--- src/rtl/rx_af_pkg.sv ---
package rx_af_pkg;

    localparam int ADDR_BYTES  = 6;
    localparam int ADDR_W      = ADDR_BYTES * 8;
    localparam int CRC_W       = 32;
    localparam logic [CRC_W-1:0] CRC_POLY = 32'h04C1_1DB7;
    localparam logic [CRC_W-1:0] CRC_SEED = '1;
    localparam int HASH_W      = 6;
    localparam int HASH_LSB    = 23;
    localparam int TBL_ENTRIES = 1 << HASH_W;
    localparam int TBL_WORD_W  = TBL_ENTRIES / 2;
    localparam int STA_WORD_W  = 16;

    // filter slot positions (enable and wake bits share them)
    localparam int NUM_FILT      = 6;
    localparam int FI_UCAST_ALL  = 0;
    localparam int FI_BCAST      = 1;
    localparam int FI_MCAST_ALL  = 2;
    localparam int FI_UCAST_HASH = 3;
    localparam int FI_MCAST_HASH = 4;
    localparam int FI_STATION    = 5;

    typedef logic [NUM_FILT-1:0] filt_vec_t;

    typedef struct packed {
        logic bcast;
        logic mcast;
        logic ucast;
    } addr_class_t;

    // fold four data bits (d[0] first) into the CRC in one step
    function automatic logic [CRC_W-1:0] crc_fold_nibble(input logic [CRC_W-1:0] c,
                                                         input logic [3:0] d);
        logic [CRC_W-1:0] r;
        r = c << 4;
        for (int k = 0; k < 4; k++) begin
            if (c[CRC_W-1-k] ^ d[k])
                r = r ^ (CRC_POLY << (3 - k));
        end
        return r;
    endfunction

    function automatic logic [CRC_W-1:0] crc_fold_byte(input logic [CRC_W-1:0] c,
                                                       input logic [7:0] d);
        return crc_fold_nibble(crc_fold_nibble(c, d[3:0]), d[7:4]);
    endfunction

    // byte 0 of the address sits in a[7:0]
    function automatic addr_class_t classify(input logic [ADDR_W-1:0] a);
        addr_class_t cls;
        cls.bcast = &a;
        cls.mcast = a[0] & ~cls.bcast;
        cls.ucast = ~a[0];
        return cls;
    endfunction

endpackage

--- src/rtl/rx_af_crc.sv ---
module rx_af_crc
    import rx_af_pkg::*;
(
    input  logic              clk,
    input  logic              rst,
    input  logic              step,
    input  logic              restart,
    input  logic [7:0]        din,
    output logic [HASH_W-1:0] hash_next
);
    logic [CRC_W-1:0] crc_q;
    logic [CRC_W-1:0] crc_next;

    assign crc_next  = crc_fold_byte(restart ? CRC_SEED : crc_q, din);
    assign hash_next = crc_next[HASH_LSB +: HASH_W];

    always_ff @(posedge clk) begin
        if (rst)
            crc_q <= CRC_SEED;
        else if (step)
            crc_q <= crc_next;
    end
endmodule

--- src/rtl/rx_af_match.sv ---
module rx_af_match
    import rx_af_pkg::*;
(
    input  logic [ADDR_W-1:0]     addr,
    input  logic [HASH_W-1:0]     hash_idx,
    input  filt_vec_t             en,
    input  logic [STA_WORD_W-1:0] sta_w0,
    input  logic [STA_WORD_W-1:0] sta_w1,
    input  logic [STA_WORD_W-1:0] sta_w2,
    input  logic [TBL_WORD_W-1:0] hash_lo,
    input  logic [TBL_WORD_W-1:0] hash_hi,
    output filt_vec_t             hits
);
    addr_class_t              cls;
    logic [TBL_ENTRIES-1:0]   table_bits;
    logic [ADDR_W-1:0]        station;
    logic                     tbl_hit;
    filt_vec_t                raw;

    assign cls        = classify(addr);
    assign table_bits = {hash_hi, hash_lo};
    assign tbl_hit    = table_bits[hash_idx];
    assign station    = {sta_w0, sta_w1, sta_w2};

    always_comb begin
        raw                = '0;
        raw[FI_UCAST_ALL]  = cls.ucast;
        raw[FI_BCAST]      = cls.bcast;
        raw[FI_MCAST_ALL]  = cls.mcast;
        raw[FI_UCAST_HASH] = cls.ucast & tbl_hit;
        raw[FI_MCAST_HASH] = cls.mcast & tbl_hit;
        raw[FI_STATION]    = (addr == station);
    end

    assign hits = raw & en;
endmodule

--- src/rtl/rx_af_wake.sv ---
module rx_af_wake
    import rx_af_pkg::*;
(
    input  logic      clk,
    input  logic      rst,
    input  filt_vec_t set_vec,
    input  filt_vec_t clr_vec,
    output filt_vec_t flags
);
    for (genvar g = 0; g < NUM_FILT; g++) begin : g_flag
        always_ff @(posedge clk) begin
            if (rst)
                flags[g] <= 1'b0;
            else if (set_vec[g])
                flags[g] <= 1'b1;
            else if (clr_vec[g])
                flags[g] <= 1'b0;
        end
    end
endmodule

--- src/rtl/rx_addr_filter.sv ---
module rx_addr_filter
    import rx_af_pkg::*;
(
    input  logic                  clk,
    input  logic                  rst,
    input  logic                  pass_all,
    input  logic [NUM_FILT-1:0]   filt_en,
    input  logic [STA_WORD_W-1:0] sta_w0,
    input  logic [STA_WORD_W-1:0] sta_w1,
    input  logic [STA_WORD_W-1:0] sta_w2,
    input  logic [TBL_WORD_W-1:0] hash_lo,
    input  logic [TBL_WORD_W-1:0] hash_hi,
    input  logic                  in_vld,
    input  logic                  in_sof,
    input  logic [7:0]            in_byte,
    input  logic [NUM_FILT-1:0]   wake_clr,
    output logic                  dec_vld,
    output logic                  dec_accept,
    output logic [NUM_FILT-1:0]   wake_flags
);
    localparam int CNT_W = $clog2(ADDR_BYTES + 1);
    localparam logic [CNT_W-1:0] CNT_IDLE = CNT_W'(ADDR_BYTES);
    localparam logic [CNT_W-1:0] CNT_LAST = CNT_W'(ADDR_BYTES - 1);

    logic [CNT_W-1:0]    cnt_q;
    logic [CNT_W-1:0]    idx;
    logic                take;
    logic                last;
    logic [ADDR_W-9:0]   addr_q;
    logic [ADDR_W-1:0]   full_addr;
    logic [HASH_W-1:0]   hash_idx;
    filt_vec_t           hits;
    filt_vec_t           wake_set;

    // byte position tracking: CNT_IDLE means no frame in progress
    assign idx  = in_sof ? '0 : cnt_q;
    assign take = in_vld && (in_sof || (cnt_q < CNT_IDLE));
    assign last = take && (idx == CNT_LAST);

    always_ff @(posedge clk) begin
        if (rst)
            cnt_q <= CNT_IDLE;
        else if (take)
            cnt_q <= idx + 1'b1;
    end

    for (genvar b = 0; b < ADDR_BYTES - 1; b++) begin : g_cap
        always_ff @(posedge clk) begin
            if (take && idx == CNT_W'(b))
                addr_q[b*8 +: 8] <= in_byte;
        end
    end

    assign full_addr = {in_byte, addr_q};

    rx_af_crc u_crc (
        .clk       (clk),
        .rst       (rst),
        .step      (take),
        .restart   (in_sof),
        .din       (in_byte),
        .hash_next (hash_idx)
    );

    rx_af_match u_match (
        .addr     (full_addr),
        .hash_idx (hash_idx),
        .en       (filt_en),
        .sta_w0   (sta_w0),
        .sta_w1   (sta_w1),
        .sta_w2   (sta_w2),
        .hash_lo  (hash_lo),
        .hash_hi  (hash_hi),
        .hits     (hits)
    );

    always_ff @(posedge clk) begin
        if (rst) begin
            dec_vld    <= 1'b0;
            dec_accept <= 1'b0;
        end else begin
            dec_vld <= last;
            if (last)
                dec_accept <= pass_all | (|hits);
        end
    end

    assign wake_set = last ? hits : '0;

    rx_af_wake u_wake (
        .clk     (clk),
        .rst     (rst),
        .set_vec (wake_set),
        .clr_vec (wake_clr),
        .flags   (wake_flags)
    );
endmodule

--- config.mk ---
export PLATFORM = sky130hd
export DESIGN_NAME = rx_addr_filter
export DESIGN_NICKNAME = d
export VERILOG_FILES = /design/src/rtl/rx_af_pkg.sv /design/src/rtl/rx_af_crc.sv /design/src/rtl/rx_af_match.sv /design/src/rtl/rx_af_wake.sv /design/src/rtl/rx_addr_filter.sv
export SDC_FILE = /design/constraint.sdc
export NUM_CORES = 1
export LEC_CHECK = 0
export ABC_AREA = 1
export BUFFER_PORTS_ARGS = -buffer_cell sky130_fd_sc_hd__buf_2
export CAP_MARGIN = 30
export CORE_ASPECT_RATIO = 2
export CORE_MARGIN = 3
export CORE_UTILIZATION = 55
export CTS_CLUSTER_SIZE = 16
export DETAILED_ROUTE_END_ITERATION = 12
export PLACE_DENSITY = 0.83
export SETUP_SLACK_MARGIN = 0.5
export SYNTH_ARGS = -nofsm -noshare
export SYNTH_HDL_FRONTEND = slang
export SYNTH_HIERARCHICAL = 1
export SYNTH_SLANG_ARGS = --single-unit
--- constraint.sdc ---
create_clock -name clk -period 6.5 [get_ports clk]
set_input_delay 0.325 -clock clk [delete_from_list [all_inputs] [get_ports clk]]
set_output_delay 0.325 -clock clk [all_outputs]
set_load 0.005 [all_outputs]
Yosys cells after proc, flatten, opt, wreduce, memory -nomap -nowiden --
Index checks and enable logic that the tools add are counted.
Storage, ports and cells: memory bits (writable) 0, latch bits 0, memories kept 0, output and inout port bits 8, input bits 137, memory bits (read-only) 0, register bits after elaboration 83, logic and storage cells 89
Operators by class: shifts and indexed selects 0, muxes and demuxes 25, $lt $le $gt $ge 2, $add $sub $neg 1, div/mod/pow operators 0, reduce and logical (&&, ||, !) cells 17, bitwise gates (word level) 23, multiply operators 0, eq/ne operators 6
Operator list (count):
- $not A14 Y14 | 8
- $mux W30 | 2
- $mux W29 | 2
- $mux W28 | 2
- $mux W27 | 2
- $eq A48 B48 Y1 | 1
- $reduce_and A48 Y1 | 1
- $mux W32 | 1
- $mux W1 | 13
- $reduce_bool A2 Y1 | 6
- $xor A1 B1 Y1 | 8
- $logic_and A1 B1 Y1 | 7
- $lt A6 B7 Y1 const B | 1
- $and A6 B6 Y6 | 1
- $bmux W1 S6 | 1
- $eq A3 B2 Y1 const B | 2
- $eq A3 B3 Y1 const B | 2
- $mux W6 | 1
- $reduce_or A6 Y1 | 1
- $add A3 B1 Y3 const B | 1
- $and A1 B1 Y1 | 3
- $eq A3 B1 Y1 const B | 1
- $logic_not A3 Y1 | 1
- $lt A3 B3 Y1 const B | 1
- 4 further kinds | 5

Logic depth before layout (Yosys ltp) --
Gate-level depths: netlist of the first run.
depth in word-level cells 23, depth in mapped cells 27, gate-level depth less buffers 22

Cells and area by module --
Netlist of the first run, hierarchy kept.
Modules (own cells, without submodules):
- rx_af_crc | area an instance 2476.1 sq um, instances 1, sequential area each 640.6 sq um, cells an instance 367
- rx_addr_filter | area an instance 1591.5 sq um, instances 1, sequential area each 1301.2 sq um, cells an instance 100
- rx_af_match | area an instance 1541.5 sq um, instances 1, sequential area each 0.0 sq um, cells an instance 322
- rx_af_wake | area an instance 217.7 sq um, instances 1, sequential area each 120.1 sq um, cells an instance 30

Worst setup path after synthesis of the first run --
No wires, ideal clock.
path type input to register, start point input in_sof, end point register dec_accept, data arrival time 2582 ps, setup time 115 ps, buffers on the path 4, path slack 3803 ps, stages on the path 21, data required time 6385 ps, cells stage by stage buf_6 > buf_6 > o21ai_2 > nand2_4 > xnor2_4 > xor2_1 > buf_4 > clkbuf_1 > inv_1 > nand3_1 > nand2_1 > nand2_1 > nand3_1 > nand3_1 > a21oi_1 > nor2_1 > nand2_1 > nor2_1 > nand3_1 > nand2_1 > nor2_1
On the way: elaborated cells on any way between the ends 37, classes of those cells eq/ne (1); mux (12); bitwise (20); reduce/logical (4)
RTL lines:
- from (decl) | line rx_addr_filter.sv:14 | input logic in_sof,
- $mux W32 (*) | line rx_af_crc.sv:14 | assign crc_next = crc_fold_byte(restart ? CRC_SEED : crc_q, din);
- $mux W30 | line rx_af_pkg.sv:37 | if (c[CRC_W-1-k] ^ d[k])
- $mux W29 | line rx_af_pkg.sv:37
- $mux W28 | line rx_af_pkg.sv:37
- $mux W27 | line rx_af_pkg.sv:37
- $not A14 Y14 (no line)
- $mux W30 | line rx_af_pkg.sv:37
- $not A14 Y14 (no line)
- [3 not listed]
- named net u_crc.crc_next[25] | line rx_af_crc.sv:12 | logic [CRC_W-1:0] crc_next;
- $bmux W1 S6 (*) | line rx_af_match.sv:22 | assign tbl_hit = table_bits[hash_idx];
- $mux W1 (implied by the code) (*) | line rx_af_match.sv:22
- $and A1 B1 Y1 (*) | line rx_af_match.sv:30 | raw[FI_UCAST_HASH] = cls.ucast & tbl_hit;
- $and A6 B6 Y6 (*) | line rx_af_match.sv:35 | assign hits = raw & en;
- named net hits[3] | line rx_addr_filter.sv:32 | filt_vec_t hits;
- $reduce_or A6 Y1 (*) | line rx_addr_filter.sv:84 | dec_accept <= pass_all | (|hits);
- $or A1 B1 Y1 (*) | line rx_addr_filter.sv:84
- to (signal assigned) | line rx_addr_filter.sv:84
- to (decl) | line rx_addr_filter.sv:18 | output logic dec_accept,
The timed path passes the listed nets; every way through them passes the cells marked *. The select of a mux whose other input is x is not followed. A chain may end at the register's enable or synchronous reset.

Worst setup path in the final report of the first run --
start point input in_sof, end point register dec_accept
On the way: elaborated cells on any way between the ends 37, classes of those cells eq/ne (1); mux (12); bitwise (20); reduce/logical (4)
RTL lines:
- $mux W32 (*) | line rx_af_crc.sv:14
- $mux W30 | line rx_af_pkg.sv:37
- $mux W29 | line rx_af_pkg.sv:37
- $mux W28 | line rx_af_pkg.sv:37
- $mux W27 | line rx_af_pkg.sv:37
- $mux W30 | line rx_af_pkg.sv:37
- $not A14 Y14 (no line)
- $mux W29 | line rx_af_pkg.sv:37
- [3 not listed]
- named net hash_idx[1] | line rx_addr_filter.sv:31 | logic [HASH_W-1:0] hash_idx;
- $bmux W1 S6 (*) | line rx_af_match.sv:22
- $mux W1 (implied by the code) (*) | line rx_af_match.sv:22
- $and A1 B1 Y1 (*) | line rx_af_match.sv:30
- $and A6 B6 Y6 (*) | line rx_af_match.sv:35
- named net hits[3] | line rx_addr_filter.sv:32
- $reduce_or A6 Y1 (*) | line rx_addr_filter.sv:84
- $or A1 B1 Y1 (*) | line rx_addr_filter.sv:84
Marks and branches as above.

==> impl_metrics.csv, run 1 <==
group,metric,value,unit
clocking,htreeDepth,3,
floorplan,start_util,57.0,%
clocking,cts_resized,0,
run_status,status,"finished clean",
yosys,syn_area_per_cell,7.11,um^2
yosys,async_flop_share,0,%
yosys,syn_inst,819,
worst_setup_path,crit_type,"input pin to flip-flop",
timing,holdWs,0.231,ns
yosys,yosysTopAreaCell,"edfxtp_1",
clocking,cts_root_buf,"clkbuf_16",
pwr,sw_frac_of_total,34.9,%
detailed_routing,wl_per_cell,16.9,um
floorplan,rows,52,
yosys,synthesis.area,0.00583,mm^2
yosys,yosysMostFrequentCell,"nand2_1",
grt,grt_pass1_wl,28100,um
yosys,synth_seq_cells,83,
final_layout,n_fill_cell,911,
detailed_routing,via_count,6045,
clocking,cts_sinks,83,
worst_setup_path,critical_path.startpoint_type,"input pin",
detailed_routing,wirelength,18400,um
timing,max_freq,267,MHz
yosys,synth-edff-count,40,
final_layout,area_growth,18.1,%
worst_setup_path,crit_path_top_delay_cell,"xor2_2",
detailed_routing,postRouteAntennaNets,0,
clocking,clock_latency,0.34,ns
floorplan,core_area,0.0102,mm^2
hold_path,hold_path.class,"input pin to flip-flop",
yosys,ys_warn_count,6,
floorplan,fp.dieW,78.8,um
final_layout,instances_no_fill,1090,
worst_setup_path,crit_fanout,31,
pwr,p_comb_share,32.8,%
timing,setup_viol,0,
yosys,ys_top_cells_by_area,"edfxtp_1, nand2_1, dfxtp_1",
pwr,clockPowerShare,32.0,%
pwr,ir_drop,157,uV
worst_setup_path,end_kind,"flip-flop",
pwr,p_int,1.12,mW
worst_setup_path,crit_required,6.77,ns
clocking,cts_buffer_depth,2,
yosys,synth_top_area_share,20.6,%
clocking,clkTransAtPathRegs,0.06,ns
final_layout,drive_gt1_share,24.4,%
yosys,synth_common_cells,"nand2_1, inv_1, nand3_1, nor2_1, a21oi_1",
clocking,cts_setup_buffers,0,
timing,rsz0062_at_grt,"false",
flow_run,maxCapViolCount,0,
yosys,mappedNetlistNets,957,
floorplan,die_area,0.0119,mm^2
grt,grt_util_all_layers,30.9,%
place,port_buffers,144,
timing,tightest_slew,0.814,ns
place,hpwl,14200,um
clocking,cts_tree,"yes",
floorplan,die_h,152,um
grt,grt-ovfl-total,0,
final_layout,antenna_cells,0,
timing,fin_setup_tns,0,ns
pwr,cellLeakagePower,3.26,nW
timing,relSlewSlack,45.6,%
detailed_routing,first_pass_iters,7,
timing,hold_viol_final,0,
worst_setup_path,path_delay_family,"simple AND/OR/NAND/NOR gates",
worst_setup_path,worstPathCellList,"buf_2 -> nor2_1 -> nand2_1 -> nand2_1 -> nand2_1 -> nand3_2 -> nand2_2 -> xor2_2 -> inv_2 -> nand3_1 -> nand3_1 -> nand2_1 -> nand2_1 -> nand3_1 -> nand3_1 -> a21oi_1 -> nor2_1 -> nand2_1 -> nor2_1 -> nand3_1 -> nand2_1 -> nor2_1",
clocking,postCtsHoldBufs,0,
final_layout,fin_util,67.3,%
grt,grt_max_degree,43,
timing,fin_crit,3.75,ns
worst_setup_path,critPathBufInv,2,
yosys,ys_seq_area_share,35.4,%
final_layout,nets,1088,
pwr,power_switching,600,uW
worst_setup_path,cpPeakStageDelay,0.63,ns
detailed_routing,via_per_inst,5.55,
timing,drv_slew,0,
pwr,pwr-share-seq,35.2,%
timing,finalCritPeriodShare,57.6,%
grt,antenna_found_initial,0,
worst_setup_path,critical_path_arrival,4.02,ns
grt,grt_pass1_vias,5996,
timing,finClkSkew,0.00367,ns
yosys,synth_cell_types,45,
worst_setup_path,cp_common_cell,"nand2_1",
clocking,cts_buffers,9,
detailed_routing,drc,0,
yosys,synth_flop_cell,"dfxtp_1",
pwr,p_per_area,250,mW/mm^2
place,gp_routability_congestion,0.953,
detailed_routing,drt_iter0_drc,355,
place,numPlacedInstances,1074,
floorplan,io_pins,145,
-- placed cells by master, fill, tap and decap left out, types with 2 or more instances in the layout --
cell	synthesis	final
nand2_1	232	232
buf_2	4	145
inv_1	86	86
nand3_1	84	84
nor2_1	61	61
a21oi_1	50	50
dfxtp_1	43	43
edfxtp_1	40	40
o21ai_0	30	30
xor2_1	27	27
nand2_2	18	18
xnor2_1	18	17
nand4_1	11	11
inv_2	10	10
nor3_1	9	9
clkbuf_16	0	9
o22ai_1	8	8
nor2_2	7	7
buf_4	10	6
xor2_2	5	5
o21ai_2	5	5
a22o_1	5	5
nor2_4	4	4
nand2_4	4	4
o21ai_1	4	4
nand3b_1	4	4
nor4_1	4	4
or2_2	3	3
nand3_2	2	2
clkinv_4	1	2
inv_6	0	2
bufinv_16	0	2
xnor2_2	1	2
-- power by group through the flow --
| stage | clock [mW] | combinational [mW] | sequential [mW] |
|---|---|---|---|
| CTS | 0.557 | 0.556 | 0.603 |
| floorplan | 0 | 0.446 | 0.608 |
| detailed placement | 0 | 0.551 | 0.614 |
| finish | 0.550 | 0.562 | 0.604 |
| global placement | 0 | 0.548 | 0.613 |
| global route | 0.579 | 0.625 | 0.607 |
-- metal layers --
metal	up-vias	wire, um	track usage (%)
met3	98	1090	5.21
met1	2745	5710	27.1
li1	2902	-	-
met5	-	0	0
met4	0	1580	26.3
met2	300	10000	58.9
-- worst paths after layout --
path,start,to,slack [ns],cells past startpoint
setup / recovery,in_sof,dec_accept,2.75,22
hold / removal,wake_clr[1],u_wake/flags[1],0.23,4
setup reg to reg,u_crc/crc_q[31],dec_accept,2.96,21
hold reg to reg,u_wake/flags[1],u_wake/flags[1],0.46,2
-- state kept, by name, indices dropped and copies added, names as in the netlist --
signal / count
addr_q: 40
u_crc/crc_q: 32
u_wake/flags: 6
cnt_q: 3
dec_accept: 1
dec_vld: 1
-- per-stage QoR --
stage | power (mW) | setup WS [ns] | area (um^2)
after floorplan | 1.05 | 3.80 | 5830
after global placement | 1.16 | 2.64 | 6550
after detailed placement | 1.17 | 2.52 | 6560
after CTS | 1.72 | 2.85 | 6880
after global routing | 1.81 | 2.41 | 6880
final | 1.72 | 2.75 | 6880
-- logic make-up (layout without fill, tap and decap cells) --
kind of cell    Yosys count  after routing  synth area share [%]
xor+xnor                 53             53                  9.38
buf+inv                 129            265                  10.2
flops                    83             83                  35.4
simple gates            448            448                  34.7
fa+ha+maj                 1              1                 0.215
compound gates          105            105                  10.1
-- tightest hold or removal path, cell delays in order --
cell and delay, ns:
buf_2 0.07, inv_1 0.03, nand2_1 0.04, a21oi_1 0.05
-- final cells by class --
type / instances / area, um^2 / share of cell area, %
clock buffer: 9 / 225 / 3.27
clock inverter: 7 / 98.8 / 1.44
inverter: 98 / 373 / 5.42
multi-input combinational: 607 / 3180 / 46.2
sequential: 83 / 2060 / 30.0
tap: 135 / 169 / 2.46
timing repair buffer: 151 / 771 / 11.2
No activity file was read; power rests on OpenSTA's default activity.
==> run 2, diff against run 1 <==
--- a/config.mk
+++ b/config.mk
@@ -5,12 +5,12 @@
 export SDC_FILE = /design/constraint.sdc
 export NUM_CORES = 1
 export LEC_CHECK = 0
-export ABC_AREA = 1
+export ABC_AREA = 0
 export BUFFER_PORTS_ARGS = -buffer_cell sky130_fd_sc_hd__buf_2
 export CAP_MARGIN = 30
 export CORE_ASPECT_RATIO = 2
 export CORE_MARGIN = 3
-export CORE_UTILIZATION = 55
+export CORE_UTILIZATION = 54
 export CTS_CLUSTER_SIZE = 16
 export DETAILED_ROUTE_END_ITERATION = 12
 export PLACE_DENSITY = 0.83
==> constraint.sdc (replaced) <==
create_clock -name clk -period 3.6 [get_ports clk]
set_input_delay 0.18 -clock clk [delete_from_list [all_inputs] [get_ports clk]]
set_output_delay 0.18 -clock clk [all_outputs]
set_load 0.005 [all_outputs]
==> impl_metrics.csv, run 2 <==
group,metric,value,unit
yosys,synth_seq_cells,83,
yosys,synth-edff-count,40,
timing,rsz0062_at_grt,"true",
worst_setup_path,end_kind,"flip-flop",
floorplan,die_area,0.0114,mm^2
pwr,cellLeakagePower,2.81,nW
detailed_routing,postRouteAntennaNets,0,
hold_path,hold_path.class,"input pin to flip-flop",
floorplan,rows,51,
place,port_buffers,144,
clocking,htreeDepth,3,
timing,max_freq,276,MHz
worst_setup_path,worstPathCellList,"xnor2_4 -> o21a_2 -> o211ai_1 -> nand2_2 -> xnor2_2 -> buf_6 -> mux4_2 -> mux2i_1 -> a22oi_1 -> a32oi_2 -> buf_4 -> nor2_2 -> nor4_2 -> nand4_1 -> and3_1",
timing,holdWs,0.105,ns
yosys,synth_top_area_share,22.1,%
floorplan,fp.dieW,77.0,um
grt,grt_pass1_vias,5095,
worst_setup_path,path_delay_family,"compound AO/OA/AOI/OAI gates",
clocking,cts_buffers,9,
final_layout,n_fill_cell,734,
timing,fin_crit,3.62,ns
floorplan,start_util,55.7,%
yosys,synth_flop_cell,"dfxtp_1",
floorplan,die_h,148,um
timing,setup_slack,-0.0219,ns
timing,finClkSkew,0.00788,ns
clocking,cts_tree,"yes",
final_layout,final_cell_mix,"buf_2, xnor2_1, xor2_1",
yosys,ys_warn_count,6,
place,hpwl,13600,um
grt,antenna_found_initial,0,
detailed_routing,drc,0,
detailed_routing,wirelength,17800,um
timing,setup_viol,1,
run_status,status,"finished with violations",
flow_run,maxCapViolCount,0,
final_layout,antenna_cells,0,
timing,fin_setup_tns,-0.0219,ns
final_layout,drive_gt1_share,37.5,%
timing,relSlewSlack,43.0,%
yosys,synth_cell_types,56,
final_layout,reg_top3,"addr_q (40), u_crc/crc_q (32), u_wake/flags (6)",
timing,tightest_slew,0.854,ns
yosys,async_flop_share,0,%
yosys,syn_area_per_cell,10.3,um^2
place,place_ws,-0.198,ns
yosys,yosysTopAreaCell,"edfxtp_1",
worst_setup_path,critPathBufInv,2,
worst_setup_path,crit_required,3.84,ns
yosys,yosysMostFrequentCell,"xnor2_1",
pwr,p_per_area,499,mW/mm^2
floorplan,io_pins,145,
yosys,mappedNetlistNets,668,
yosys,synth_common_cells,"xnor2_1, xor2_1, dfxtp_1, edfxtp_1, nor2_1",
worst_setup_path,crit_fanout,5,
worst_setup_path,critical_path.startpoint_type,"flip-flop",
run_status,violations,"negative setup slack",
final_layout,nets,827,
detailed_routing,via_count,4836,
yosys,synthesis.area,0.00544,mm^2
detailed_routing,wl_per_cell,21.6,um
final_layout,largest_register,"addr_q",
final_layout,layout_commonest_cell,"buf_2",
yosys,ys_top_cells_by_area,"edfxtp_1, dfxtp_1, xnor2_1",
detailed_routing,drt_iter0_drc,370,
clocking,clock_latency,0.34,ns
timing,hold_viol_final,0,
detailed_routing,via_per_inst,5.85,
clocking,cts_root_buf,"clkbuf_16",
final_layout,fin_util,70.2,%
worst_setup_path,crit_type,"flip-flop to flip-flop",
grt,grt_util_all_layers,30.4,%
yosys,ys_seq_area_share,37.9,%
final_layout,instances_no_fill,826,
worst_setup_path,crit_path_top_delay_cell,"mux4_2",
pwr,ir_drop,291,uV
yosys,syn_inst,530,
worst_setup_path,critical_path_arrival,3.87,ns
grt,grt_pass1_wl,26300,um
grt,grt-ovfl-total,0,
clocking,cts_buffer_depth,2,
detailed_routing,first_pass_iters,5,
clocking,cts_sinks,83,
place,gp_routability_congestion,1.05,
clocking,clkTransAtPathRegs,0.07,ns
grt,grt_max_degree,42,
timing,finalCritPeriodShare,101,%
final_layout,area_growth,25.9,%
place,numPlacedInstances,797,
final_layout,largest_register_ffs,40,
timing,drv_slew,0,
worst_setup_path,cpPeakStageDelay,0.49,ns
floorplan,core_area,0.00976,mm^2
==> run 2: final timing paths <==
check | from | to | slack [ns] | depth (start not counted)
worst max-delay path | u_crc/crc_q[31] | dec_accept | -0.02 | 15
worst min-delay path | wake_clr[2] | u_wake/flags[2] | 0.11 | 3
worst max register to register | u_crc/crc_q[31] | dec_accept | -0.02 | 15
worst min register to register | u_wake/flags[2] | u_wake/flags[2] | 0.49 | 2
==> run 2: kinds of logic after synthesis <==
group / after synthesis / share of synthesized area, %
flip-flops: 83 / 37.9
adder cells (fa/ha/maj): 1 / 0.230
XOR/XNOR: 128 / 21.3
AND/OR/NAND/NOR: 158 / 17.1
buffers and inverters: 55 / 5.01
multiplexers: 28 / 8.37
AO/OA/AOI/OAI: 77 / 10.1
==> run 2: worst min-delay path: stages <==
cell,delay [ns]
buf_2,0.08
nand2b_4,0.10
a21oi_1,0.05
==> run 2: timing repair <==
action / CTS / global route
gates resized for setup: 13 / 11
pin swaps: 10 / 12
hold buffers: 0 / 0
gates cloned: 1 / 1
setup buffers: 4 / 7
endpoints found under the setup margin: 3 / 3
==> run 2: layer usage <==
layer | vias up | global-route usage (%) | routed length, um
met3 | 81 | 5.00 | 884
li1 | 2198 | - | -
met2 | 262 | 59.1 | 9970
met1 | 2295 | 28.4 | 5740
met5 | - | 0 | 0
met4 | 0 | 19.5 | 1210
==> run 2: through the flow <==
| stage | power (mW) | cell area (um^2) |
|---|---|---|
| global route | 3.57 | 6850 |
| floorplan | 2.05 | 5470 |
| detailed placement | 2.36 | 6370 |
| global placement | 2.32 | 6370 |
| CTS | 3.32 | 6740 |
| finish | 3.42 | 6850 |
==> run 2: final cells by class <==
class	count	area, um^2	share of cell area (%)
inverter	18	67.6	0.986
multi-input combinational	392	3210	46.9
clock inverter	7	66.3	0.968
tap	132	165	2.41
clock buffer	9	225	3.29
sequential	83	2070	30.2
timing repair buffer	185	1040	15.2
==> run 2: where the power goes <==
group / switching (mW) / leakage [nW] / internal [mW] / total [mW]
clock network: 0.426 / 0.145 / 0.487 / 0.914
logic: 0.678 / 1.94 / 0.710 / 1.39
registers: 0.0657 / 0.717 / 1.05 / 1.12
total: 1.17 / 2.81 / 2.25 / 3.42
==> run 3, diff against run 2 <==
--- a/config.mk
+++ b/config.mk
@@ -5,7 +5,7 @@
 export SDC_FILE = /design/constraint.sdc
 export NUM_CORES = 1
 export LEC_CHECK = 0
-export ABC_AREA = 0
+export ABC_AREA = 1
 export BUFFER_PORTS_ARGS = -buffer_cell sky130_fd_sc_hd__buf_2
 export CAP_MARGIN = 30
 export CORE_ASPECT_RATIO = 2
@@ -13,7 +13,7 @@
 export CORE_UTILIZATION = 54
 export CTS_CLUSTER_SIZE = 16
 export DETAILED_ROUTE_END_ITERATION = 12
-export PLACE_DENSITY = 0.83
+export PLACE_DENSITY = 0.82
 export SETUP_SLACK_MARGIN = 0.5
 export SYNTH_ARGS = -nofsm -noshare
 export SYNTH_HDL_FRONTEND = slang
==> impl_metrics.csv, run 3 (synthesis results as in run 1) <==
group,metric,value,unit
run_status,status,"finished clean",
flow_run,maxCapViolCount,0,
clocking,cts_buffer_depth,2,
place,port_buffers,144,
grt,grt_util_all_layers,29.8,%
pwr,sw_frac_of_total,35.3,%
final_layout,drive_gt1_share,24.9,%
pwr,ir_drop,281,uV
timing,rsz0062_at_grt,"false",
timing,fin_setup_tns,0,ns
grt,grt_pass1_vias,5806,
detailed_routing,drt_iter0_drc,420,
place,numPlacedInstances,1082,
worst_setup_path,crit_fanout,32,
timing,finClkSkew,0.00736,ns
clocking,cts_tree,"yes",
detailed_routing,drc,0,
floorplan,rows,53,
detailed_routing,via_per_inst,5.47,
floorplan,start_util,55.3,%
final_layout,instances_no_fill,1098,
worst_setup_path,cpPeakStageDelay,0.37,ns
place,hpwl,14200,um
detailed_routing,first_pass_iters,4,
timing,setup_viol,0,
worst_setup_path,critical_path.startpoint_type,"flip-flop",
final_layout,reg_top3,"addr_q (40), u_crc/crc_q (32), u_wake/flags (6)",
worst_setup_path,crit_required,3.86,ns
pwr,p_comb_share,34.0,%
grt,grt-ovfl-total,0,
timing,relSlewSlack,47.2,%
timing,tightest_slew,0.792,ns
grt,grt_pass1_wl,27700,um
worst_setup_path,path_delay_family,"simple AND/OR/NAND/NOR gates",
worst_setup_path,worstPathCellList,"nor2_4 -> xor2_2 -> nand2_1 -> nand2_2 -> xnor2_2 -> bufinv_8 -> nand2_1 -> nand3_1 -> nand3_1 -> nand2_1 -> nand2_1 -> nand3_1 -> nand3_1 -> a21oi_1 -> inv_1 -> nor2_1 -> inv_1 -> a21oi_1",
pwr,p_int,1.97,mW
final_layout,final_cell_mix,"nand2_1, buf_2, inv_1",
clocking,postCtsHoldBufs,0,
timing,fin_crit,2.85,ns
floorplan,core_area,0.0105,mm^2
final_layout,antenna_cells,0,
worst_setup_path,crit_path_top_delay_cell,"dfxtp_1",
place,gp_routability_congestion,0.963,
detailed_routing,postRouteAntennaNets,0,
pwr,cellLeakagePower,3.30,nW
pwr,p_total,3.05,mW
floorplan,fp.dieW,79.5,um
timing,max_freq,351,MHz
final_layout,largest_register_ffs,40,
timing,hold_viol_final,0,
pwr,pwr-share-seq,35.8,%
pwr,clockPowerShare,30.3,%
worst_setup_path,critPathBufInv,3,
clocking,cts_sinks,83,
hold_path,hold_path.class,"input pin to flip-flop",
final_layout,layout_commonest_cell,"nand2_1",
worst_setup_path,end_kind,"flip-flop",
floorplan,die_area,0.0121,mm^2
final_layout,largest_register,"addr_q",
grt,grt_max_degree,44,
grt,antenna_found_initial,0,
clocking,cts_buffers,9,
pwr,power_switching,1.08,mW
floorplan,die_h,153,um
timing,finalCritPeriodShare,79.1,%
clocking,htreeDepth,3,
floorplan,io_pins,145,
clocking,cts_root_buf,"clkbuf_16",
clocking,clkTransAtPathRegs,0.06,ns
timing,drv_slew,0,
final_layout,area_growth,18.8,%
worst_setup_path,critical_path_arrival,3.11,ns
pwr,p_per_area,441,mW/mm^2
detailed_routing,wirelength,18300,um
final_layout,nets,1094,
detailed_routing,via_count,6006,
clocking,clock_latency,0.34,ns
worst_setup_path,crit_type,"flip-flop to flip-flop",
detailed_routing,wl_per_cell,16.7,um
==> run 3: changes by cell type in the layout (fill, tap and decap cells not counted), moves of 22 or more <==
cell     previous run  this run
nand2_1             8       232
nand3_1             5        84
inv_1              18        86
xnor2_1            74        17
a21oi_1            23        50
buf_4              36        12
nor2b_1            24         0
o21ai_0             6        30
nor2_1             39        61
==> run 3: what timing repair did <==
| item | in CTS | in global routing |
|---|---|---|
| buffers inserted | 0 | 0 |
| endpoints found under the setup margin | 0 | 2 |
| gates resized for setup | 0 | 3 |
==> run 3: final timing paths <==
check	startpoint	end	slack [ns]	cells past startpoint
max	u_crc/crc_q[24]	u_wake/flags[4]	0.75	18
min	wake_clr[4]	u_wake/flags[4]	0.08	4
max reg2reg	u_crc/crc_q[24]	u_wake/flags[4]	0.75	18
min reg2reg	u_wake/flags[4]	u_wake/flags[4]	0.46	2
==> run 3: power by group through the flow <==
stage                     Clock (mW)  Combinational [mW]  Sequential, mW
after floorplan                    0               0.805            1.10
after global placement             0               0.989            1.11
after detailed placement           0                1.00            1.11
after CTS                      0.938                1.01            1.09
after global routing           0.976                1.15            1.10
final                          0.924                1.04            1.09
==> run 3: stage by stage <==
step	instance area [um^2]	util, %	worst slack (ns)	hold WS, ns
after floorplan	5830	-	1.05	0.249
after global placement	6610	62.6	0.549	0.432
after detailed placement	6610	62.6	0.500	0.431
after CTS	6910	65.5	0.706	0.0691
after global routing	6920	65.7	0.492	0.0905
final	6920	65.7	0.751	0.0810
==> run 3: tightest hold or removal path: stages <==
cell and delay (ns):
buf_2 0.07, inv_1 0.03, nand2_1 0.04, a21oi_1 0.05
==> run 3: layout make-up <==
| cell class | count | area [um^2] |
|---|---|---|
| Timing Repair Buffer | 157 | 822 |
| Multi-Input combinational cell | 607 | 3190 |
| Sequential cell | 83 | 2060 |
| Fill cell | 921 | 3620 |
| Clock buffer | 9 | 225 |
| Tap cell | 137 | 171 |
| Clock inverter | 7 | 76.3 |
| Inverter | 98 | 382 |
==> run 3: layer usage <==
layer | vias to the layer above | part of all wire [%] | track usage, %
met5 | - | 0 | 0
met4 | 0 | 8.7 | 25.2
met3 | 91 | 5.8 | 5.25
met2 | 290 | 54 | 55.3
met1 | 2718 | 31 | 26.1
li1 | 2907 | - | -
